**src/rtl/alu_pkg.sv**
```systemverilog
package alu_pkg;

  typedef enum logic [1:0] {
    CLS_SHIFT = 2'b00,
    CLS_SLT   = 2'b01,
    CLS_ARITH = 2'b10,
    CLS_LOGIC = 2'b11
  } aluClass_e;

  localparam logic [1:0] LOG_AND = 2'b00;
  localparam logic [1:0] LOG_OR  = 2'b01;
  localparam logic [1:0] LOG_XOR = 2'b10;
  localparam logic [1:0] LOG_NOR = 2'b11;

  typedef struct packed {
    logic       selShift;
    logic       selSlt;
    logic       selArith;
    logic       selLogic;
    logic       subtract;
    logic       shiftLeft;
    logic       shiftArith;
    logic       useVarAmt;
    logic [1:0] logicOp;
  } aluStrobes_t;

endpackage

```
**src/rtl/alu_control.sv**
```systemverilog
module alu_control
  import alu_pkg::*;
(
  input  logic [7:0]  ctrlWord,
  output aluStrobes_t strobes
);

  aluClass_e opClass;

  always_comb begin
    opClass            = aluClass_e'(ctrlWord[7:6]);
    strobes.selShift   = (opClass == CLS_SHIFT);
    strobes.selSlt     = (opClass == CLS_SLT);
    strobes.selArith   = (opClass == CLS_ARITH);
    strobes.selLogic   = (opClass == CLS_LOGIC);
    // Compare always subtracts, whatever the subtract bit says
    strobes.subtract   = ctrlWord[5] | (opClass == CLS_SLT);
    strobes.shiftLeft  = ~ctrlWord[4];
    strobes.shiftArith = ctrlWord[4] & ctrlWord[3];
    strobes.useVarAmt  = ctrlWord[2];
    strobes.logicOp    = ctrlWord[1:0];
  end

endmodule

```
**src/rtl/alu_shifter.sv**
```systemverilog
module alu_shifter #(
  parameter  int WIDTH = 32,
  localparam int SHW   = $clog2(WIDTH)
) (
  input  logic [WIDTH-1:0] shiftIn,
  input  logic [SHW-1:0]   shiftAmt,
  input  logic             shiftLeft,
  input  logic             shiftArith,
  output logic [WIDTH-1:0] shiftOut
);

  logic             fillBit;
  logic [WIDTH-1:0] stageVal [0:SHW];

  assign fillBit     = shiftArith & shiftIn[WIDTH-1];
  assign stageVal[0] = shiftIn;

  for (genvar k = 0; k < SHW; k++) begin : g_stage
    localparam int DIST = 1 << k;
    assign stageVal[k+1] =
      !shiftAmt[k] ? stageVal[k] :
      shiftLeft    ? {stageVal[k][WIDTH-1-DIST:0], {DIST{1'b0}}} :
                     {{DIST{fillBit}}, stageVal[k][WIDTH-1:DIST]};
  end

  assign shiftOut = stageVal[SHW];

  always_comb begin
    // an amount of zero passes the word through unchanged
    p_shift_noop_r6: assert (shiftAmt != '0 || shiftOut == shiftIn)
      else $error("shift by zero altered the word");
    // an arithmetic right shift keeps the sign bit
    p_sra_sign_r8: assert (!(shiftArith && !shiftLeft) ||
                           shiftOut[WIDTH-1] == shiftIn[WIDTH-1])
      else $error("arithmetic shift lost the sign");
    // a logical right shift by a nonzero amount clears the top bit
    p_srl_msb_r7: assert (shiftLeft || shiftArith || shiftAmt == '0 ||
                          !shiftOut[WIDTH-1])
      else $error("logical right shift filled with one");
  end

endmodule

```
**src/rtl/alu_datapath.sv**
```systemverilog
module alu_datapath
  import alu_pkg::*;
#(
  parameter  int WIDTH = 32,
  localparam int SHW   = $clog2(WIDTH)
) (
  input  logic [WIDTH-1:0] opA,
  input  logic [WIDTH-1:0] opB,
  input  logic [SHW-1:0]   shamtConst,
  input  aluStrobes_t      strobes,
  output logic [WIDTH-1:0] result,
  output logic             zeroFlag,
  output logic             overflowFlag
);

  logic [WIDTH-1:0] bEff;
  logic [WIDTH-1:0] sumVal;
  logic [WIDTH-2:0] lowSum;
  logic             carryOut;
  logic             carryMsb;
  logic             ovfRaw;
  logic             lessThan;
  logic [WIDTH-1:0] logicVal;
  logic [WIDTH-1:0] shiftVal;
  logic [SHW-1:0]   shiftAmt;

  // Single adder for add, subtract and compare
  assign bEff = strobes.subtract ? ~opB : opB;
  assign {carryOut, sumVal} = {1'b0, opA} + {1'b0, bEff}
                            + {{WIDTH{1'b0}}, strobes.subtract};
  assign {carryMsb, lowSum} = {1'b0, opA[WIDTH-2:0]} + {1'b0, bEff[WIDTH-2:0]}
                            + {{(WIDTH-1){1'b0}}, strobes.subtract};
  assign ovfRaw   = carryMsb ^ carryOut;
  assign lessThan = sumVal[WIDTH-1] ^ ovfRaw;

  // Bitwise logic unit
  always_comb begin
    unique case (strobes.logicOp)
      LOG_AND: logicVal = opA & opB;
      LOG_OR:  logicVal = opA | opB;
      LOG_XOR: logicVal = opA ^ opB;
      default: logicVal = ~(opA | opB);
    endcase
  end

  // Barrel shifter
  assign shiftAmt = strobes.useVarAmt ? opA[SHW-1:0] : shamtConst;

  alu_shifter #(.WIDTH(WIDTH)) u_shifter (
    .shiftIn   (opB),
    .shiftAmt  (shiftAmt),
    .shiftLeft (strobes.shiftLeft),
    .shiftArith(strobes.shiftArith),
    .shiftOut  (shiftVal)
  );

  // Final selector
  always_comb begin
    unique case (1'b1)
      strobes.selShift: result = shiftVal;
      strobes.selSlt:   result = {{(WIDTH-1){1'b0}}, lessThan};
      strobes.selArith: result = sumVal;
      default:          result = logicVal;
    endcase
    zeroFlag     = (result == '0);
    overflowFlag = strobes.selArith & ovfRaw;
  end

  always_comb begin
    // a compare yields only 0 or 1
    p_slt_binary_r10: assert (!strobes.selSlt || result[WIDTH-1:1] == '0)
      else $error("compare result wider than one bit");
    // in subtract mode, the difference plus opB gives back opA
    p_sub_inverse_r2: assert (!(strobes.selArith && strobes.subtract) ||
                              (sumVal + opB) == opA)
      else $error("difference does not restore opA");
  end

endmodule

```
**src/rtl/alu_core.sv**
```systemverilog
module alu_core
  import alu_pkg::*;
#(
  parameter  int WIDTH = 32,
  localparam int SHW   = $clog2(WIDTH)
) (
  input  logic [WIDTH-1:0] opA,
  input  logic [WIDTH-1:0] opB,
  input  logic [SHW-1:0]   shamtConst,
  input  logic [7:0]       ctrlWord,
  output logic [WIDTH-1:0] result,
  output logic             zeroFlag,
  output logic             overflowFlag
);

  aluStrobes_t strobes;

  alu_control u_control (
    .ctrlWord(ctrlWord),
    .strobes (strobes)
  );

  alu_datapath #(.WIDTH(WIDTH)) u_datapath (
    .opA         (opA),
    .opB         (opB),
    .shamtConst  (shamtConst),
    .strobes     (strobes),
    .result      (result),
    .zeroFlag    (zeroFlag),
    .overflowFlag(overflowFlag)
  );

  always_comb begin
    // the overflow flag is raised only in the arithmetic class
    p_ovf_class_r3: assert (!overflowFlag || strobes.selArith)
      else $error("overflow outside arithmetic class");
  end

endmodule

```
**config.mk**
```make
export PLATFORM = sky130hd
export DESIGN_NAME = alu_core
export DESIGN_NICKNAME = d
export VERILOG_FILES = /design/src/rtl/alu_pkg.sv /design/src/rtl/alu_control.sv /design/src/rtl/alu_shifter.sv /design/src/rtl/alu_datapath.sv /design/src/rtl/alu_core.sv
export SDC_FILE = /design/constraint.sdc
export NUM_CORES = 1
export LEC_CHECK = 0
export BUFFER_PORTS_ARGS = -buffer_cell sky130_fd_sc_hd__buf_2
export CAP_MARGIN = 40
export CORE_AREA = 2 2 137 139
export DETAILED_ROUTE_END_ITERATION = 6
export DIE_AREA = 0 0 139 141
export GPL_TIMING_DRIVEN = 0
export PLACE_DENSITY = 0.7
export SYNTH_ARGS = -nofsm -noshare
export SYNTH_HDL_FRONTEND = slang
export SYNTH_SLANG_ARGS = --single-unit
```
**constraint.sdc**
```tcl
create_clock -name vclk -period 5.6
set_clock_uncertainty 0.1 [all_clocks]
set_input_delay 0.28 -clock vclk [all_inputs]
set_output_delay 0.28 -clock vclk [all_outputs]
set_load 0.1 [all_outputs]
```
==> report_table.html <==
<table>
<tr><th>Metric</th><th>Value</th></tr>
<tr><th colspan="2">GRT</th></tr>
<tr><td>Antenna violations before repair</td><td>1</td></tr>
<tr><td>Vias in the first global route</td><td>11.5k</td></tr>
<tr><td>Largest net degree at the start of global routing</td><td>11</td></tr>
<tr><td>Global-route wire length before repair</td><td>73600 um</td></tr>
<tr><td>Total Routing Usage GR</td><td>0.496</td></tr>
<tr><td>Final global-route overflow total</td><td>0</td></tr>
<tr><th colspan="2">Power and ir drop</th></tr>
<tr><td>Switching power as a share of total power</td><td>0.716</td></tr>
<tr><td>Power per unit of standard cell area</td><td>169 nW/um^2</td></tr>
<tr><td>Power Internal</td><td>0.485 mW</td></tr>
<tr><td>Part of the power in registers</td><td>0</td></tr>
<tr><td>Combinational group share of total power</td><td>1.000</td></tr>
<tr><td>Part of the power in the clock network</td><td>0</td></tr>
<tr><td>Peak ir drop on the vdd network</td><td>226 uV</td></tr>
<tr><td>Leakage component of the power</td><td>4.65 nW</td></tr>
<tr><td>Net Sw Power</td><td>1.22 mW</td></tr>
<tr><th colspan="2">Detailed routing</th></tr>
<tr><td>Starting DRC count in detailed routing</td><td>2022</td></tr>
<tr><td>Residual DRC</td><td>12</td></tr>
<tr><td>Routed via count</td><td>12.4k</td></tr>
<tr><td>DRT Pass-1 Iters</td><td>7</td></tr>
<tr><td>Post-route antenna net violation count</td><td>0</td></tr>
<tr><td>Wire length per cell</td><td>29.8 um</td></tr>
<tr><td>Routed vias/inst</td><td>7.28</td></tr>
<tr><td>Post-Route WL</td><td>50900 um</td></tr>
<tr><th colspan="2">Flow run</th></tr>
<tr><td>Max_cap viols</td><td>0</td></tr>
<tr><th colspan="2">Layout</th></tr>
<tr><td>Footprint of the multi-input gates</td><td>8240 um^2</td></tr>
<tr><td>Share of final-layout standard cells stronger than drive strength 1</td><td>0.157</td></tr>
<tr><td>Core occupancy in the finished layout</td><td>0.552</td></tr>
<tr><td>Total inserted antenna cells</td><td>0</td></tr>
<tr><td>Area taken by flip-flops and latches</td><td>0 um^2</td></tr>
<tr><td>Synth-to-layout area growth</td><td>10.9%</td></tr>
<tr><td>Total number of sequential cells</td><td>0</td></tr>
<tr><td>Final-layout clock buffer total</td><td>0</td></tr>
<tr><td>Final cell count without fillers</td><td>1706</td></tr>
<tr><td>Filler cell count</td><td>1865</td></tr>
<tr><td># nets final</td><td>1648</td></tr>
<tr><th colspan="2">Place</th></tr>
<tr><td>Number of input and output port buffers inserted</td><td>107</td></tr>
<tr><td>Final GP Congestion</td><td>1.16</td></tr>
<tr><td>Total placed cells including tap cells</td><td>1706</td></tr>
<tr><td>Post-detailed-placement half-perimeter wirelength</td><td>40100 um</td></tr>
<tr><th colspan="2">Die</th></tr>
<tr><td>Top Ports</td><td>111</td></tr>
<tr><td>Vert. Die Dim</td><td>141 um</td></tr>
<tr><td>Core region area</td><td>18300 um^2</td></tr>
<tr><td>Cell row count</td><td>50</td></tr>
<tr><td>Effective utilization at floorplan</td><td>0.497</td></tr>
<tr><td>Die W</td><td>139 um</td></tr>
<tr><td>Area of the die</td><td>19600 um^2</td></tr>
<tr><th colspan="2">STA</th></tr>
<tr><td>RSZ-0062 raised after global routing</td><td>no</td></tr>
<tr><td>Final hold vios</td><td>0</td></tr>
<tr><td>Count of final setup violators</td><td>0</td></tr>
<tr><td>Final Max Slew Viols</td><td>0</td></tr>
<tr><td>Highest achievable clock rate</td><td>180 MHz</td></tr>
<tr><td>Post-layout minimum cycle time</td><td>5560 ps</td></tr>
<tr><td>Final sum of negative setup slack</td><td>0 ps</td></tr>
<tr><td>Max-Slew Margin vs Limit</td><td>0.303</td></tr>
<tr><td>Crit share post-route</td><td>0.993</td></tr>
<tr><td>Worst-Margin Slew</td><td>1040 ps</td></tr>
<tr><th colspan="2">Outcome</th></tr>
<tr><td>Failing checks</td><td>design-rule violations</td></tr>
<tr><td>Outcome</td><td>finished, violations left</td></tr>
<tr><th colspan="2">Yosys</th></tr>
<tr><td>Mean Syn Cell Area</td><td>6.69 um^2</td></tr>
<tr><td>Largest area contributor in the synthesized netlist</td><td>ha_1</td></tr>
<tr><td>Number of unique standard cell types used by synthesis</td><td>81</td></tr>
<tr><td>Cell Area, Synth</td><td>9080 um^2</td></tr>
<tr><td>Yosys warns</td><td>0</td></tr>
<tr><td>Synthesized instance count</td><td>1357</td></tr>
<tr><td>List of most frequent post-synthesis cells</td><td>143 x nand2_1, 106 x mux2i_1, 106 x o21ai_0</td></tr>
<tr><td>Post-synthesis net count</td><td>1531</td></tr>
<tr><td>Dominant cell by count in the synthesized netlist</td><td>nand2_1</td></tr>
<tr><td>Portion of synthesized cell area occupied by the leading cell type</td><td>0.132</td></tr>
<tr><td>Top post-synthesis cells by area</td><td>ha_1 13%, mux2i_1 12%, nand2_1 5.9%, o21ai_0 5.8%, a21oi_1 4.7%</td></tr>
<tr><td>Share of the yosys chip area belonging to registers</td><td>0</td></tr>
<tr><th colspan="2">Critical path</th></tr>
<tr><td>Required time worst endpoint</td><td>5220 ps</td></tr>
<tr><td>Critical Setup Path Class</td><td>in2out</td></tr>
<tr><td>Critical path endpoint category</td><td>output pin</td></tr>
<tr><td>CP Max Fanout</td><td>10</td></tr>
<tr><td>Category of the worst setup path launch point</td><td>input pin</td></tr>
<tr><td>Crit path DAT</td><td>5180 ps</td></tr>
<tr><th colspan="2">Worst hold path</th></tr>
<tr><td>Worst hold path type</td><td>in2out</td></tr>
</table>
power by group through the flow:
stage                     clock network, mW  logic [mW]  registers, mW
after global placement                    0        1.60              0
after global routing                      0        1.76              0
after CTS                                 0        1.62              0
after floorplan                           0        1.16              0
final                                     0        1.71              0
after detailed placement                  0        1.61              0
layer usage:
| layer | vias to the layer above | GRT usage | share of wire |
|---|---|---|---|
| li1 | 5267 | - | - |
| met1 | 5654 | 0.609 | 0.36 |
| met2 | 1158 | 0.756 | 0.40 |
| met3 | 348 | 0.157 | 0.15 |
| met4 | 0 | 0.303 | 0.088 |
| met5 | - | 0 | 0 |
cell usage in the layout, fill, tap and decap left out, types with 8 or more instances in the layout:
master and count:
a211o_1 8, mux2_2 34, nor3_1 19, buf_6 10
a31oi_1 13, a211oi_1 16, nand4_1 16, o22ai_1 12
clkbuf_1 64, a21oi_1 83, a21o_1 24, xor2_1 16
buf_2 134, and3_1 10, nand3_1 40, o211ai_1 30
nor2_1 104, o21ai_0 104, nand2_1 143, mux2i_1 106
o2111ai_1 8, ha_1 96, a32oi_1 14, a22oi_1 30
xnor2_1 38, nor2b_1 16, and2_1 9, inv_1 96
metrics by stage:
step | cell area (um^2) | hold WS, ps | power [mW] | worst slack [ps]
after floorplan | 9150 | 1150 | 1.16 | -1990
after global placement | 9980 | 1310 | 1.60 | -164
after detailed placement | 10000 | 1310 | 1.61 | -207
after CTS | 10100 | 1310 | 1.62 | 22.6
after global routing | 10100 | 1350 | 1.76 | 13.6
final | 10100 | 1320 | 1.71 | 38.2
path summary, 6_finish.rpt:
kind | startpoint | end | depth (start not counted)
worst max-delay path | opA[1] | zeroFlag | 14
worst min-delay path | opA[31] | overflowFlag | 6
worst max-delay path: stages:
cell and delay [ps]:
buf_2 180, mux2i_1 640, buf_4 340, buf_2 350
buf_1 610, nand2_1 100, o211ai_1 250, nor3b_1 550
o311ai_0 170, or4_1 620, nor4_2 330, nand3b_1 130
nor4bb_1 260, buf_4 330
final cells by class:
type                       count  share of cell area
multi-input combinational   1146               0.818
timing repair buffer         115              0.0597
buffer                       113              0.0559
inverter                      98              0.0370
tap                          234              0.0291
timing repair:
item,4_1_cts,5_1_grt
setup buffers,0,0
endpoints found under the setup margin,1,1
gates resized for setup,2,7
hold endpoints to repair,0,0
hold buffers,0,0
cells by family (layout without fill, tap and decap cells):
kind of cell    count (synthesis)  in the layout  synth area share
fa+ha+maj                      97             97             0.134
mux                           149            149             0.178
compound gates                442            442             0.328
simple gates                  404            404             0.208
buf+inv                       211            326            0.0991
xor+xnor                       54             54            0.0521
(Power assumes the default switching activity.)
